==> src/rtl/cursor_pkg.sv <==
package cursor_pkg;
    typedef enum logic [0:0] {
        CS_WAIT = 1'b0,
        CS_EVAL = 1'b1
    } cs_state_e;
endpackage

==> src/rtl/cursor_shape_calc.sv <==
module cursor_shape_calc #(
    parameter int REG_W  = 8,
    parameter int LINE_W = 5
) (
    input  logic [REG_W-1:0]  start_i,
    input  logic [LINE_W-1:0] end_i,
    input  logic [LINE_W:0]   char_h_i,
    input  logic [LINE_W-1:0] max_line_i,
    output logic              vis_o,
    output logic [LINE_W-1:0] s0_start_o,
    output logic [LINE_W:0]   s0_hgt_o,
    output logic [LINE_W-1:0] s1_start_o,
    output logic [LINE_W:0]   s1_hgt_o
);
    localparam int HIDE_BIT = LINE_W;

    logic [LINE_W-1:0] eff_start;
    logic              hidden;

    assign eff_start = start_i[LINE_W-1:0];
    assign hidden    = start_i[HIDE_BIT] || (start_i > REG_W'(max_line_i));

    always_comb begin
        vis_o      = 1'b0;
        s0_start_o = '0;
        s0_hgt_o   = '0;
        s1_start_o = '0;
        s1_hgt_o   = '0;
        if (!hidden) begin
            vis_o = 1'b1;
            if (end_i > max_line_i) begin
                s0_hgt_o = {1'b0, max_line_i};
            end else if (eff_start <= end_i) begin
                s0_start_o = eff_start;
                s0_hgt_o   = {1'b0, end_i} - {1'b0, eff_start} + 1'b1;
            end else begin
                s0_hgt_o   = {1'b0, end_i};
                s1_start_o = eff_start;
                s1_hgt_o   = char_h_i - {1'b0, eff_start};
            end
        end
    end
endmodule

==> src/rtl/cursor_seq.sv <==
module cursor_seq
    import cursor_pkg::*;
#(
    parameter int REG_W  = 8,
    parameter int LINE_W = 5
) (
    input  logic              clk,
    input  logic              rst_n,
    input  logic [REG_W-1:0]  start_i,
    input  logic [LINE_W-1:0] end_i,
    output logic [REG_W-1:0]  held_start_o,
    output logic [LINE_W-1:0] held_end_o,
    input  logic              d_vis,
    input  logic [LINE_W-1:0] d_s0_start,
    input  logic [LINE_W:0]   d_s0_hgt,
    input  logic [LINE_W-1:0] d_s1_start,
    input  logic [LINE_W:0]   d_s1_hgt,
    output logic              vis_o,
    output logic [LINE_W-1:0] s0_start_o,
    output logic [LINE_W:0]   s0_hgt_o,
    output logic [LINE_W-1:0] s1_start_o,
    output logic [LINE_W:0]   s1_hgt_o,
    output logic              chg_o
);
    cs_state_e st_q, st_d;
    logic      differs;

    assign differs = (start_i != held_start_o) || (end_i != held_end_o);

    always_comb begin
        st_d = st_q;
        unique case (st_q)
            CS_WAIT: if (differs) st_d = CS_EVAL;
            CS_EVAL: st_d = CS_WAIT;
            default: st_d = CS_WAIT;
        endcase
    end

    always_ff @(posedge clk) begin
        if (!rst_n) st_q <= CS_WAIT;
        else        st_q <= st_d;
    end

    always_ff @(posedge clk) begin
        if (!rst_n) begin
            held_start_o <= '0;
            held_end_o   <= '0;
            vis_o        <= 1'b0;
            s0_start_o   <= '0;
            s0_hgt_o     <= '0;
            s1_start_o   <= '0;
            s1_hgt_o     <= '0;
            chg_o        <= 1'b0;
        end else begin
            chg_o <= (st_q == CS_EVAL);
            if (st_q == CS_WAIT && differs) begin
                held_start_o <= start_i;
                held_end_o   <= end_i;
            end
            if (st_q == CS_EVAL) begin
                vis_o      <= d_vis;
                s0_start_o <= d_s0_start;
                s0_hgt_o   <= d_s0_hgt;
                s1_start_o <= d_s1_start;
                s1_hgt_o   <= d_s1_hgt;
            end
        end
    end

    assert_pulse_single_R3: assert property (@(posedge clk) disable iff (!rst_n)
        chg_o |=> !chg_o);

    assert_quiet_hold_R2: assert property (@(posedge clk) disable iff (!rst_n)
        !chg_o |-> ($stable(vis_o) && $stable(s0_start_o) && $stable(s0_hgt_o)
                    && $stable(s1_start_o) && $stable(s1_hgt_o)));

    assert_trigger_R9: assert property (@(posedge clk) disable iff (!rst_n)
        (st_q == CS_WAIT && differs) |=> ##1 chg_o);

    assert_hidden_zero_R4: assert property (@(posedge clk) disable iff (!rst_n)
        !vis_o |-> (s0_hgt_o == '0 && s1_hgt_o == '0));

    assert_wrap_layout_R7: assert property (@(posedge clk) disable iff (!rst_n)
        (s1_hgt_o != '0) |-> (vis_o && s0_start_o == '0));
endmodule

==> src/rtl/cursor_shape_top.sv <==
module cursor_shape_top #(
    parameter int REG_W  = 8,
    parameter int LINE_W = 5
) (
    input  logic              clk,
    input  logic              rst_n,
    input  logic [REG_W-1:0]  start_i,
    input  logic [LINE_W-1:0] end_i,
    input  logic [LINE_W:0]   char_h_i,
    input  logic [LINE_W-1:0] max_line_i,
    output logic              vis_o,
    output logic [LINE_W-1:0] s0_start_o,
    output logic [LINE_W:0]   s0_hgt_o,
    output logic [LINE_W-1:0] s1_start_o,
    output logic [LINE_W:0]   s1_hgt_o,
    output logic              chg_o
);
    logic [REG_W-1:0]  held_start;
    logic [LINE_W-1:0] held_end;
    logic              d_vis;
    logic [LINE_W-1:0] d_s0_start, d_s1_start;
    logic [LINE_W:0]   d_s0_hgt, d_s1_hgt;

    cursor_shape_calc #(.REG_W(REG_W), .LINE_W(LINE_W)) u_calc (
        .start_i    (held_start),
        .end_i      (held_end),
        .char_h_i   (char_h_i),
        .max_line_i (max_line_i),
        .vis_o      (d_vis),
        .s0_start_o (d_s0_start),
        .s0_hgt_o   (d_s0_hgt),
        .s1_start_o (d_s1_start),
        .s1_hgt_o   (d_s1_hgt)
    );

    cursor_seq #(.REG_W(REG_W), .LINE_W(LINE_W)) u_seq (
        .clk          (clk),
        .rst_n        (rst_n),
        .start_i      (start_i),
        .end_i        (end_i),
        .held_start_o (held_start),
        .held_end_o   (held_end),
        .d_vis        (d_vis),
        .d_s0_start   (d_s0_start),
        .d_s0_hgt     (d_s0_hgt),
        .d_s1_start   (d_s1_start),
        .d_s1_hgt     (d_s1_hgt),
        .vis_o        (vis_o),
        .s0_start_o   (s0_start_o),
        .s0_hgt_o     (s0_hgt_o),
        .s1_start_o   (s1_start_o),
        .s1_hgt_o     (s1_hgt_o),
        .chg_o        (chg_o)
    );
endmodule

==> config.mk <==
export PLATFORM = sky130hd
export DESIGN_NAME = cursor_shape_top
export DESIGN_NICKNAME = d
export VERILOG_FILES = /design/src/rtl/cursor_pkg.sv /design/src/rtl/cursor_shape_calc.sv /design/src/rtl/cursor_seq.sv /design/src/rtl/cursor_shape_top.sv
export SDC_FILE = /design/constraint.sdc
export NUM_CORES = 1
export LEC_CHECK = 0
export BUFFER_PORTS_ARGS = -buffer_cell sky130_fd_sc_hd__buf_2
export CAP_MARGIN = 20
export CORE_ASPECT_RATIO = 1.4
export CORE_MARGIN = 2
export CORE_UTILIZATION = 30
export DETAILED_ROUTE_END_ITERATION = 10
export GPL_ROUTABILITY_DRIVEN = 0
export PLACE_DENSITY = 0.62
export SLEW_MARGIN = 20
export SYNTH_ARGS = -nofsm -noshare
export SYNTH_HDL_FRONTEND = slang
export SYNTH_SLANG_ARGS = --single-unit
==> constraint.sdc <==
create_clock -name clk -period 2.3 [get_ports clk]
set_input_delay 0.345 -clock clk [delete_from_list [all_inputs] [get_ports clk]]
set_output_delay 0.345 -clock clk [all_outputs]
set_load 0.02 [all_outputs]
# After elaboration in Yosys (flattened, before gate mapping)
# Index checks and enable logic that the tools add are counted.
[classes] n_addsub=3 mul=0 div=0 order_cmp=3 eq_ne=2 shifts=0 muxes=15 n_bitwise=1 reduce_logical=3
[ops] operator="6-bit two-way mux" n=6
[ops] operator="5-bit two-way mux" n=6
[ops] operator="8-bit by 5-bit greater-than comparator with 1-bit output" n=1
[ops] operator="8-bit inequality test" n=1
[ops] operator="6-bit by 1-bit adder with 6-bit output (second input constant)" n=1
[ops] operator="5-bit by 5-bit subtractor with 6-bit output" n=1
[ops] operator="6-bit by 5-bit subtractor with 6-bit output" n=1
[ops] operator="5-bit greater-than comparator" n=1
[ops] operator="5-bit less-or-equal comparator" n=1
[ops] operator="5-bit inequality test" n=1
[ops] operator="1-bit logical OR" n=2
[ops] operator="1-bit two-way mux" n=2
[ops] operator="1-bit case mux with 2 select lines" n=1
[ops] operator="1-bit logical AND" n=1
[ops] operator="1-bit NOT" n=1
[word_totals] register_bits=38 latchBits=0 ram_bits=0 mem_bits_ro=0 in_bits=26 out_inout_bits=24 elab_cells=36 mem_count=0

# Logic depth before layout (Yosys ltp)
# Gate-level depths: netlist (run 1).
[depth] ltp_word=5 ltp_mapped=11 depth_no_buf=11

# By module
# From an unflattened synthesis (run 1), not the netlist that was laid out.
[unflattened] cells_unflattened=295 hier_area_um2=2596.2
[modules_own_cells] mod="cursor_seq" instances=1 cells_each=151 area_each_um2=1569.0 seq_area_each_um2=760.7
[modules_own_cells] mod="cursor_shape_calc" instances=1 cells_each=144 area_each_um2=1027.2 seq_area_each_um2=0.0

# Least setup slack after synthesis (run 1)
# No wires, ideal clock.
[synth_path] path_type="reg2reg" start="register u_seq.held_end_o[1]" end="register u_seq.s0_hgt_o[2]" setup_ps=79 arrival_time_ps=2146 required_time_ps=2221 slack_ps=75 stages_incl_launch_ff=9 n_path_buf=0 period_less_slack_ps=2225 cell_sequence="dfxtp_1 -> inv_1 -> ha_1 -> fa_1 -> a21o_1 -> a221o_1 -> nand2_1 -> mux2_2 -> o211ai_1"
[synth_between] elab_chain_len=5 word_cells_on_any_way=7 cone_classes="add/sub: 2; order compare: 2; mux: 3"
[synth_lines] item="from (decl)" line="cursor_seq.sv:12" text="output logic [LINE_W-1:0] held_end_o,"
[synth_lines] item="from (signal assigned)" line="cursor_seq.sv:58" text="held_end_o <= end_i;"
[synth_lines] item="5-bit by 5-bit subtractor with 6-bit output" line="cursor_shape_calc.sv:35" text="s0_hgt_o = {1'b0, end_i} - {1'b0, eff_start} + 1'b1;"
[synth_lines] item="6-bit by 1-bit adder with 6-bit output" line="cursor_shape_calc.sv:35"
[synth_lines] item="6-bit two-way mux" line="cursor_shape_calc.sv:33" text="end else if (eff_start <= end_i) begin"
[synth_lines] item="6-bit two-way mux *" line="cursor_shape_calc.sv:31" text="if (end_i > max_line_i) begin"
[synth_lines] item="6-bit two-way mux *" line="cursor_shape_calc.sv:29" text="if (!hidden) begin"
[synth_lines] item="to (signal assigned)" line="cursor_seq.sv:63" text="s0_hgt_o <= d_s0_hgt;"
[synth_lines] item="to (decl)" line="cursor_seq.sv:20" text="output logic [LINE_W:0] s0_hgt_o,"
# Mark *: on every way between the ends. The rest lies on a longest branch, timed or not.
# A chain may end at the register's enable or synchronous reset.

# Worst setup path in the final report (run 1)
[layout_path] start="register u_seq.held_start_o[2]" end="register u_seq.s0_hgt_o[2]"
[layout_between] elab_chain_len=5 word_cells_on_any_way=8 cone_classes="add/sub: 2; order compare: 2; mux: 3; reduce/logical: 1"
[layout_lines] item="from (decl)" line="cursor_seq.sv:11" text="output logic [REG_W-1:0] held_start_o,"
[layout_lines] item="from (signal assigned)" line="cursor_seq.sv:57" text="held_start_o <= start_i;"
[layout_lines] item="5-bit by 5-bit subtractor with 6-bit output" line="cursor_shape_calc.sv:35"
[layout_lines] item="6-bit by 1-bit adder with 6-bit output" line="cursor_shape_calc.sv:35"
[layout_lines] item="6-bit two-way mux" line="cursor_shape_calc.sv:33"
[layout_lines] item="6-bit two-way mux" line="cursor_shape_calc.sv:31"
[layout_lines] item="6-bit two-way mux *" line="cursor_shape_calc.sv:29"
# Marks and branches as above.

==> impl_metrics.xml, run 1 <==
<?xml version="1.0" encoding="UTF-8"?>
<metrics>
  <group name="outcome">
    <metric name="run_status" unit="">finished clean</metric>
  </group>
  <group name="floorplan">
    <metric name="num_rows" unit="">38</metric>
    <metric name="dieHeight" unit="µm">109.8</metric>
    <metric name="floorplan.io_pins" unit="">50</metric>
    <metric name="dieWidth" unit="µm">79.57</metric>
    <metric name="core_area" unit="µm²">7750</metric>
    <metric name="initial_utilization" unit="">0.3095</metric>
    <metric name="fp.dieArea" unit="µm²">8737</metric>
  </group>
  <group name="route">
    <metric name="firstDrtPassIters" unit="">6</metric>
    <metric name="wl_per_cell" unit="µm">14.59</metric>
    <metric name="detailroute.via_count" unit="">2088</metric>
    <metric name="detail-route-antenna-nets" unit="">0</metric>
    <metric name="drc" unit="">0</metric>
    <metric name="sum_of_routed_wire_length_over_all_layers" unit="mm">6.214</metric>
    <metric name="vias_per_cell" unit="">4.901</metric>
    <metric name="detail_route.iter0.violations" unit="">64</metric>
  </group>
  <group name="power_and_ir_drop">
    <metric name="power.static_leakage" unit="nW">1.414</metric>
    <metric name="switching_share" unit="">0.3318</metric>
    <metric name="internal_power" unit="mW">1.171</metric>
    <metric name="switching_power" unit="mW">0.5813</metric>
    <metric name="finalPower" unit="mW">1.752</metric>
    <metric name="comb_power_share" unit="">0.297</metric>
    <metric name="power_density" unit="nW/µm²">590.4</metric>
    <metric name="ir_drop" unit="µV">305.3</metric>
    <metric name="clock_power_share" unit="">0.291</metric>
    <metric name="p_seq_frac" unit="">0.412</metric>
  </group>
  <group name="final_layout">
    <metric name="finish.utilization" unit="">0.3830</metric>
    <metric name="num-fill-cells" unit="">786</metric>
    <metric name="final_layout_size_suffix_gt1_frac" unit="">0.2699</metric>
    <metric name="antenna_cells_inserted" unit="">0</metric>
    <metric name="multiInputGateArea" unit="µm²">1498</metric>
    <metric name="fin_cells" unit="">426</metric>
    <metric name="post-route-cell-area" unit="µm²">2968</metric>
    <metric name="finalNetCount" unit="">381</metric>
    <metric name="register_area" unit="µm²">763.2</metric>
    <metric name="area.growth.synth_to_final" unit="%">23.74</metric>
  </group>
  <group name="synthesis">
    <metric name="mappedNetlistNets" unit="">316</metric>
    <metric name="yosys.cell_count.top_type" unit="">sky130_fd_sc_hd__dfxtp_1</metric>
    <metric name="synthArstFlopShare" unit="">0</metric>
    <metric name="synth-seq-area-share" unit="">0.3172</metric>
    <metric name="synthesis.instances" unit="">260</metric>
    <metric name="synth-seq-cells" unit="">38</metric>
    <metric name="postSynth.topFlopCell" unit="">sky130_fd_sc_hd__dfxtp_1</metric>
    <metric name="synth_cell_type_count" unit="">45</metric>
    <metric name="yosys_warnings" unit="">0</metric>
    <metric name="synth.area.top_cells" unit="">sky130_fd_sc_hd__dfxtp_1 32%, sky130_fd_sc_hd__ha_1 14%, sky130_fd_sc_hd__mux2i_1 5.8%</metric>
    <metric name="synthDominantAreaCellType" unit="">sky130_fd_sc_hd__dfxtp_1</metric>
    <metric name="netlist_area" unit="µm²">2399</metric>
    <metric name="edff_count_synth" unit="">0</metric>
    <metric name="synth_top_area_frac" unit="">0.3172</metric>
    <metric name="syn_avg_cell_area" unit="µm²">9.225</metric>
    <metric name="synth.top_cells.by_count" unit="">38 x sky130_fd_sc_hd__dfxtp_1, 36 x sky130_fd_sc_hd__nand2_1, 27 x sky130_fd_sc_hd__ha_1</metric>
  </group>
  <group name="clock_network">
    <metric name="worst_setup_hold_path_clk_slew" unit="ps">90</metric>
    <metric name="tritoncts_clock_tree" unit="">done</metric>
    <metric name="h-tree-depth" unit="">2</metric>
    <metric name="cts_made_buffers" unit="">5</metric>
    <metric name="clock_latency" unit="ps">300</metric>
    <metric name="maximum_root_to_sink_buffer_count" unit="">2</metric>
    <metric name="postCtsHoldBufs" unit="">0</metric>
    <metric name="clock_root_buffer" unit="">sky130_fd_sc_hd__clkbuf_8</metric>
    <metric name="cts.sink_count" unit="">38</metric>
  </group>
  <group name="sta">
    <metric name="timing.final.ws_setup" unit="ps">106.1</metric>
    <metric name="achievable-frequency" unit="MHz">455.8</metric>
    <metric name="timing.final.crit_period" unit="ps">2194</metric>
    <metric name="relSlewSlack" unit="">0.6063</metric>
    <metric name="tightest_slew" unit="ps">590.6</metric>
    <metric name="finalHoldViolCount" unit="">0</metric>
    <metric name="final_worst_path_cycle_share" unit="">0.9539</metric>
    <metric name="grt_setup_unrepaired" unit="">false</metric>
    <metric name="timing.clock.skew" unit="ps">13.08</metric>
    <metric name="setup_violations" unit="">0</metric>
    <metric name="slew_viol_final" unit="">0</metric>
  </group>
  <group name="worst_setup_path">
    <metric name="endpoint_kind" unit="">register</metric>
    <metric name="path_cells" unit="">buf_4, fa_1, a21o_1, a221o_1, nand2_2, mux2_2, o211ai_1</metric>
    <metric name="crit_slowest_cell" unit="">sky130_fd_sc_hd__fa_1</metric>
    <metric name="slowest_delay" unit="ps">430</metric>
    <metric name="crit_path_start_kind" unit="">register</metric>
    <metric name="timing.critical_path.fanout_max" unit="">4</metric>
    <metric name="cp_num_buf_inv" unit="">1</metric>
    <metric name="timing.critical_path.arrival" unit="ps">2430</metric>
    <metric name="worst_path_dominant_cell_family" unit="">compound AO/OA/AOI/OAI gates</metric>
    <metric name="required" unit="ps">2540</metric>
    <metric name="worst-setup-path-type" unit="">reg2reg</metric>
  </group>
  <group name="global_route">
    <metric name="grtUsageTotal" unit="">0.1478</metric>
    <metric name="grt_first_pass_wirelength" unit="mm">9.722</metric>
    <metric name="globalRouteOverflowTotal" unit="">0</metric>
    <metric name="grt_antenna_before_repair" unit="">0</metric>
    <metric name="grt_max_degree" unit="">18</metric>
    <metric name="first_global_vias" unit="">2032</metric>
  </group>
  <group name="place">
    <metric name="dpl.cell_count" unit="">417</metric>
    <metric name="place_ws" unit="ps">-46.58</metric>
    <metric name="dpl.hpwl" unit="mm">5.065</metric>
    <metric name="buffer_ports.inserted" unit="">49</metric>
    <metric name="placed_area" unit="µm²">2840</metric>
  </group>
  <group name="hold_path">
    <metric name="min_path_type" unit="">in2reg</metric>
  </group>
  <group name="run">
    <metric name="max_cap_violations" unit="">0</metric>
  </group>
</metrics>
## sequential cells by signal, summed over array words and instances, names as in the netlist
signal and flops:
u_seq.s1_hgt_o 6, u_seq.s0_start_o 5, u_seq.s1_start_o 5, u_seq.held_end_o 5, u_seq.s0_hgt_o 6, u_seq.chg_o 1
u_seq.held_start_o 8, u_seq.st_q 1, u_seq.vis_o 1
## power by group through the flow
stage | clock network, mW | logic [mW] | registers (mW)
2_1_floorplan | 0 | 0.315 | 0.758
6_report | 0.511 | 0.520 | 0.721
3_3_place_gp | 0 | 0.502 | 0.736
5_1_grt | 0.546 | 0.578 | 0.726
3_5_place_dp | 0 | 0.514 | 0.737
4_1_cts | 0.532 | 0.519 | 0.722
## layout by cell type (no fill, tap or decap), types with 6 or more instances in the layout
master                     count
sky130_fd_sc_hd__mux2i_1      14
sky130_fd_sc_hd__buf_4        17
sky130_fd_sc_hd__buf_2        49
sky130_fd_sc_hd__a22o_1       15
sky130_fd_sc_hd__ha_1         27
sky130_fd_sc_hd__inv_1        25
sky130_fd_sc_hd__clkbuf_8      6
sky130_fd_sc_hd__dfxtp_1      36
sky130_fd_sc_hd__a21oi_1      10
sky130_fd_sc_hd__nand2_1      35
sky130_fd_sc_hd__xnor2_1      13
## metal layers
metal | vias up | track usage | routed length [µm]
met1 | 975 | 0.1513 | 2384
met3 | 13 | 0.03530 | 288
met4 | 0 | 0.07143 | 215
met5 | - | 0 | 0
li1 | 1044 | - | -
met2 | 56 | 0.2773 | 3327
## stage by stage
step	hold slack, ps	TNS [ps]
final	298.8	0
after CTS	283.0	0
after floorplan	469.9	0
after detailed placement	466.7	-169.4
after global routing	303.2	0
after global placement	457.8	0
## layout make-up
cell class                 instances  share of cell area
tap                              100             0.04216
inverter                          25             0.03162
multi-input combinational        188              0.5046
timing repair buffer              67              0.1324
sequential                        38              0.2572
clock inverter                     2            0.004216
clock buffer                       6             0.02782
## tightest hold or removal path: stages
cell and delay, ps:
sky130_fd_sc_hd__buf_2 110, sky130_fd_sc_hd__nand2_1 50, sky130_fd_sc_hd__mux2i_1 60
## timing repair
action	CTS	global route
endpoints found under the setup margin	16	13
gates resized for setup	3	2
buffers inserted	0	1
pin swaps	0	2
gates cloned	0	0
## worst paths after layout
check / slack (ps) / cells past startpoint / from / to
setup / recovery: 110 / 7 / u_seq.held_start_o[2]$_SDFFE_PN0P_ / u_seq.s0_hgt_o[2]$_SDFFE_PN0P_
hold / removal: 300 / 3 / end_i[3] / u_seq.held_end_o[3]$_SDFFE_PN0P_
setup reg to reg: 110 / 7 / u_seq.held_start_o[2]$_SDFFE_PN0P_ / u_seq.s0_hgt_o[2]$_SDFFE_PN0P_
hold reg to reg: 480 / 2 / u_seq.s0_hgt_o[2]$_SDFFE_PN0P_ / u_seq.s0_hgt_o[2]$_SDFFE_PN0P_
## logic make-up after synthesis
family	synth area share
AO/OA/AOI/OAI	0.1789
flip-flops	0.3172
XOR/XNOR	0.06573
buffers and inverters	0.06260
multiplexers	0.06312
adder cells (fa/ha/maj)	0.1659
AND/OR/NAND/NOR	0.1466
Note: power is estimated with default switching activity, not from simulation.
==> run 2, diff against run 1 <==
--- a/config.mk
+++ b/config.mk
@@ -12,8 +12,9 @@
 export CORE_UTILIZATION = 30
 export DETAILED_ROUTE_END_ITERATION = 10
 export GPL_ROUTABILITY_DRIVEN = 0
-export PLACE_DENSITY = 0.62
+export PLACE_DENSITY = 0.61
 export SLEW_MARGIN = 20
 export SYNTH_ARGS = -nofsm -noshare
 export SYNTH_HDL_FRONTEND = slang
+export SYNTH_HIERARCHICAL = 1
 export SYNTH_SLANG_ARGS = --single-unit
==> run 2 against run 1 <==
Effect of this change: routed wire length rose by 14%; global-route usage increased by 0.37 points; worst setup slack got worse by 100 ps; synthesized area rose by 8.2%; final cell count grew 14%; critical path depth is 3 higher; critical path type unchanged; sequential power grew 0.6%; total power rose by 26%.
==> impl_metrics.xml, run 2 <==
<?xml version="1.0" encoding="UTF-8"?>
<metrics>
  <group name="hold_path">
    <metric name="min_path_type" unit="">in2reg</metric>
    <metric name="hold_path.startpoint" unit="">end_i[2]</metric>
  </group>
  <group name="floorplan">
    <metric name="floorplan.io_pins" unit="">50</metric>
    <metric name="dieHeight" unit="µm">114.1</metric>
    <metric name="initial_utilization" unit="">0.3051</metric>
    <metric name="fp.dieArea" unit="µm²">9424</metric>
    <metric name="num_rows" unit="">40</metric>
    <metric name="dieWidth" unit="µm">82.62</metric>
    <metric name="core_area" unit="µm²">8508</metric>
  </group>
  <group name="synthesis">
    <metric name="synthDominantAreaCellType" unit="">sky130_fd_sc_hd__dfxtp_1</metric>
    <metric name="synth-seq-cells" unit="">38</metric>
    <metric name="synth.area.top_cells" unit="">sky130_fd_sc_hd__dfxtp_1 29%, sky130_fd_sc_hd__mux2i_1 15%, sky130_fd_sc_hd__ha_1 13%</metric>
    <metric name="synthesis.instances" unit="">295</metric>
    <metric name="synth_top_area_frac" unit="">0.2930</metric>
    <metric name="edff_count_synth" unit="">0</metric>
    <metric name="synth.top_cells.by_count" unit="">38 x sky130_fd_sc_hd__dfxtp_1, 38 x sky130_fd_sc_hd__mux2i_1, 35 x sky130_fd_sc_hd__nand2_1</metric>
    <metric name="mappedNetlistNets" unit="">351</metric>
    <metric name="synthArstFlopShare" unit="">0</metric>
    <metric name="yosys_warnings" unit="">6</metric>
    <metric name="postSynth.topFlopCell" unit="">sky130_fd_sc_hd__dfxtp_1</metric>
    <metric name="synth-seq-area-share" unit="">0.2930</metric>
    <metric name="syn_avg_cell_area" unit="µm²">8.801</metric>
    <metric name="synth_cell_type_count" unit="">40</metric>
    <metric name="netlist_area" unit="µm²">2596</metric>
  </group>
  <group name="global_route">
    <metric name="first_global_vias" unit="">2268</metric>
    <metric name="grt_max_degree" unit="">52</metric>
    <metric name="grt_first_pass_wirelength" unit="mm">10.83</metric>
    <metric name="grt_antenna_before_repair" unit="">0</metric>
    <metric name="globalRouteOverflowTotal" unit="">0</metric>
    <metric name="grtUsageTotal" unit="">0.1515</metric>
  </group>
  <group name="final_layout">
    <metric name="antenna_cells_inserted" unit="">0</metric>
    <metric name="layout.cells.most_common_list" unit="">49 x sky130_fd_sc_hd__buf_2, 38 x sky130_fd_sc_hd__mux2i_1, 37 x sky130_fd_sc_hd__buf_4, 35 x sky130_fd_sc_hd__nand2_1, 29 x sky130_fd_sc_hd__dfxtp_1</metric>
    <metric name="area.growth.synth_to_final" unit="%">39.81</metric>
    <metric name="largest_registers" unit="">u_seq/held_start_o (8), u_seq/s0_hgt_o (6), u_seq/s1_hgt_o (6)</metric>
    <metric name="finish.utilization" unit="">0.4266</metric>
    <metric name="post-route-cell-area" unit="µm²">3630</metric>
    <metric name="finalNetCount" unit="">436</metric>
    <metric name="mostFrequentLayoutCell" unit="">sky130_fd_sc_hd__buf_2</metric>
    <metric name="largest_register_ff_count" unit="">8</metric>
    <metric name="regMostFlops" unit="">u_seq/held_start_o</metric>
    <metric name="final_layout_size_suffix_gt1_frac" unit="">0.3675</metric>
    <metric name="fin_cells" unit="">486</metric>
  </group>
  <group name="worst_setup_path">
    <metric name="startpoint" unit="">u_seq/held_end_o[4]$_SDFFE_PN0P_</metric>
    <metric name="crit_path_start_kind" unit="">register</metric>
    <metric name="required" unit="ps">2520</metric>
    <metric name="reg2reg_from" unit="">u_seq/held_end_o[4]$_SDFFE_PN0P_</metric>
    <metric name="endpoint_kind" unit="">register</metric>
    <metric name="timing.critical_path.fanout_max" unit="">5</metric>
    <metric name="timing.critical_path.arrival" unit="ps">2510</metric>
    <metric name="r2r_slack" unit="ps">3</metric>
    <metric name="worst-setup-path-type" unit="">reg2reg</metric>
  </group>
  <group name="power_and_ir_drop">
    <metric name="power_density" unit="nW/µm²">607.5</metric>
    <metric name="p_seq_frac" unit="">0.329</metric>
    <metric name="internal_power" unit="mW">1.498</metric>
    <metric name="ir_drop" unit="µV">298.8</metric>
    <metric name="switching_power" unit="mW">0.7069</metric>
    <metric name="power.static_leakage" unit="nW">1.683</metric>
    <metric name="switching_share" unit="">0.3206</metric>
    <metric name="comb_power_share" unit="">0.349</metric>
    <metric name="clock_power_share" unit="">0.322</metric>
  </group>
  <group name="route">
    <metric name="detailroute.via_count" unit="">2275</metric>
    <metric name="drc" unit="">0</metric>
    <metric name="detail-route-antenna-nets" unit="">0</metric>
    <metric name="wl_per_cell" unit="µm">14.58</metric>
    <metric name="firstDrtPassIters" unit="">4</metric>
    <metric name="vias_per_cell" unit="">4.681</metric>
    <metric name="sum_of_routed_wire_length_over_all_layers" unit="mm">7.085</metric>
    <metric name="detail_route.iter0.violations" unit="">60</metric>
  </group>
  <group name="sta">
    <metric name="tightest_slew" unit="ps">765.9</metric>
    <metric name="slew_viol_final" unit="">0</metric>
    <metric name="timing.clock.skew" unit="ps">5.477</metric>
    <metric name="setup_tns" unit="ps">0</metric>
    <metric name="final_worst_path_cycle_share" unit="">0.9985</metric>
    <metric name="timing.final.ws_setup" unit="ps">3.417</metric>
    <metric name="achievable-frequency" unit="MHz">435.4</metric>
    <metric name="timing.final.crit_period" unit="ps">2297</metric>
    <metric name="setup_violations" unit="">0</metric>
    <metric name="grt_setup_unrepaired" unit="">true</metric>
    <metric name="relSlewSlack" unit="">0.4894</metric>
    <metric name="finalHoldViolCount" unit="">0</metric>
  </group>
  <group name="run">
    <metric name="max_cap_violations" unit="">0</metric>
  </group>
  <group name="place">
    <metric name="dpl.hpwl" unit="mm">5.101</metric>
    <metric name="buffer_ports.inserted" unit="">49</metric>
    <metric name="place_ws" unit="ps">-154.4</metric>
    <metric name="dpl.cell_count" unit="">470</metric>
    <metric name="placed_area" unit="µm²">3167</metric>
  </group>
  <group name="clock_network">
    <metric name="cts.sink_count" unit="">38</metric>
    <metric name="h-tree-depth" unit="">2</metric>
    <metric name="cts_made_buffers" unit="">5</metric>
    <metric name="clock_latency" unit="ps">280</metric>
    <metric name="maximum_root_to_sink_buffer_count" unit="">2</metric>
    <metric name="worst_setup_hold_path_clk_slew" unit="ps">60</metric>
    <metric name="postCtsHoldBufs" unit="">0</metric>
    <metric name="tritoncts_clock_tree" unit="">done</metric>
    <metric name="clock_root_buffer" unit="">sky130_fd_sc_hd__clkbuf_16</metric>
  </group>
  <group name="outcome">
    <metric name="run_status" unit="">finished clean</metric>
  </group>
</metrics>
==> run 2: cell families (layout without fill, tap and decap cells) <==
kind of cell | after synthesis | count (layout) | share of synthesized area
compound gates | 27 | 27 | 0.08000
xor+xnor | 17 | 17 | 0.05735
fa+ha+maj | 30 | 30 | 0.1533
buf+inv | 40 | 126 | 0.06217
flops | 38 | 38 | 0.2930
mux | 38 | 38 | 0.1465
simple gates | 105 | 105 | 0.2077
==> run 2: worst paths after layout <==
path	to	cells past startpoint
setup / recovery	u_seq/s1_start_o[3]$_SDFFE_PN0P_	10
hold / removal	u_seq/held_end_o[2]$_SDFFE_PN0P_	3
setup reg to reg	u_seq/s1_start_o[3]$_SDFFE_PN0P_	10
hold reg to reg	u_seq/held_start_o[7]$_SDFFE_PN0P_	2
==> run 2: metrics by stage <==
| stage | hold WS, ps | total power [mW] |
|---|---|---|
| after global routing | 324.0 | 2.321 |
| after detailed placement | 472.1 | 1.367 |
| final | 324.0 | 2.205 |
| after CTS | 319.1 | 2.130 |
| after floorplan | 454.9 | 1.138 |
| after global placement | 469.1 | 1.353 |
==> run 2: what timing repair did <==
action                                 in CTS  in global routing
pin swaps                                   4                 11
endpoints found under the hold margin       0                  0
cloned                                      0                  1
setup buffers                               1                  7
resized for setup                          18                 31
setup endpoints to repair                  12                 20
==> run 2: final cells by class <==
cell class / count / area (µm²)
clock buffers: 6 / 138.9
clock inverters: 2 / 12.51
fillers: 840 / 4878
inverters: 28 / 105.1
flip-flops and latches: 38 / 779.5
multi-input cells: 217 / 1877
well taps: 105 / 131.4
repair buffers: 90 / 585.6
==> run 2: worst max-delay path, stage by stage, from the launching register on <==
cell	delay (ps)
sky130_fd_sc_hd__dfxtp_4	350
sky130_fd_sc_hd__buf_6	120
sky130_fd_sc_hd__ha_4	250
sky130_fd_sc_hd__nand4_1	100
sky130_fd_sc_hd__or2_1	270
sky130_fd_sc_hd__o31a_1	120
sky130_fd_sc_hd__or4_4	540
sky130_fd_sc_hd__clkbuf_16	200
sky130_fd_sc_hd__nor2_4	70
sky130_fd_sc_hd__mux2i_1	70
sky130_fd_sc_hd__nor2b_1	140
==> run 2: layer usage <==
layer  wire length [µm]  vias up  GRT usage  share of wire
met5                  0        -          0              0
met3                213       13    0.02129          0.030
met4                219        0    0.05792          0.031
met1               3011     1047     0.1722           0.42
met2               3641       57     0.2774           0.51
li1                   -     1158          -              -
==> run 2: power by group through the flow <==
stage / clock network, mW / registers (mW) / logic, mW
6_report: 0.711 / 0.725 / 0.769
5_1_grt: 0.751 / 0.729 / 0.841
4_1_cts: 0.731 / 0.726 / 0.674
3_5_place_dp: 0 / 0.737 / 0.630
3_3_place_gp: 0 / 0.737 / 0.616
2_1_floorplan: 0 / 0.758 / 0.380
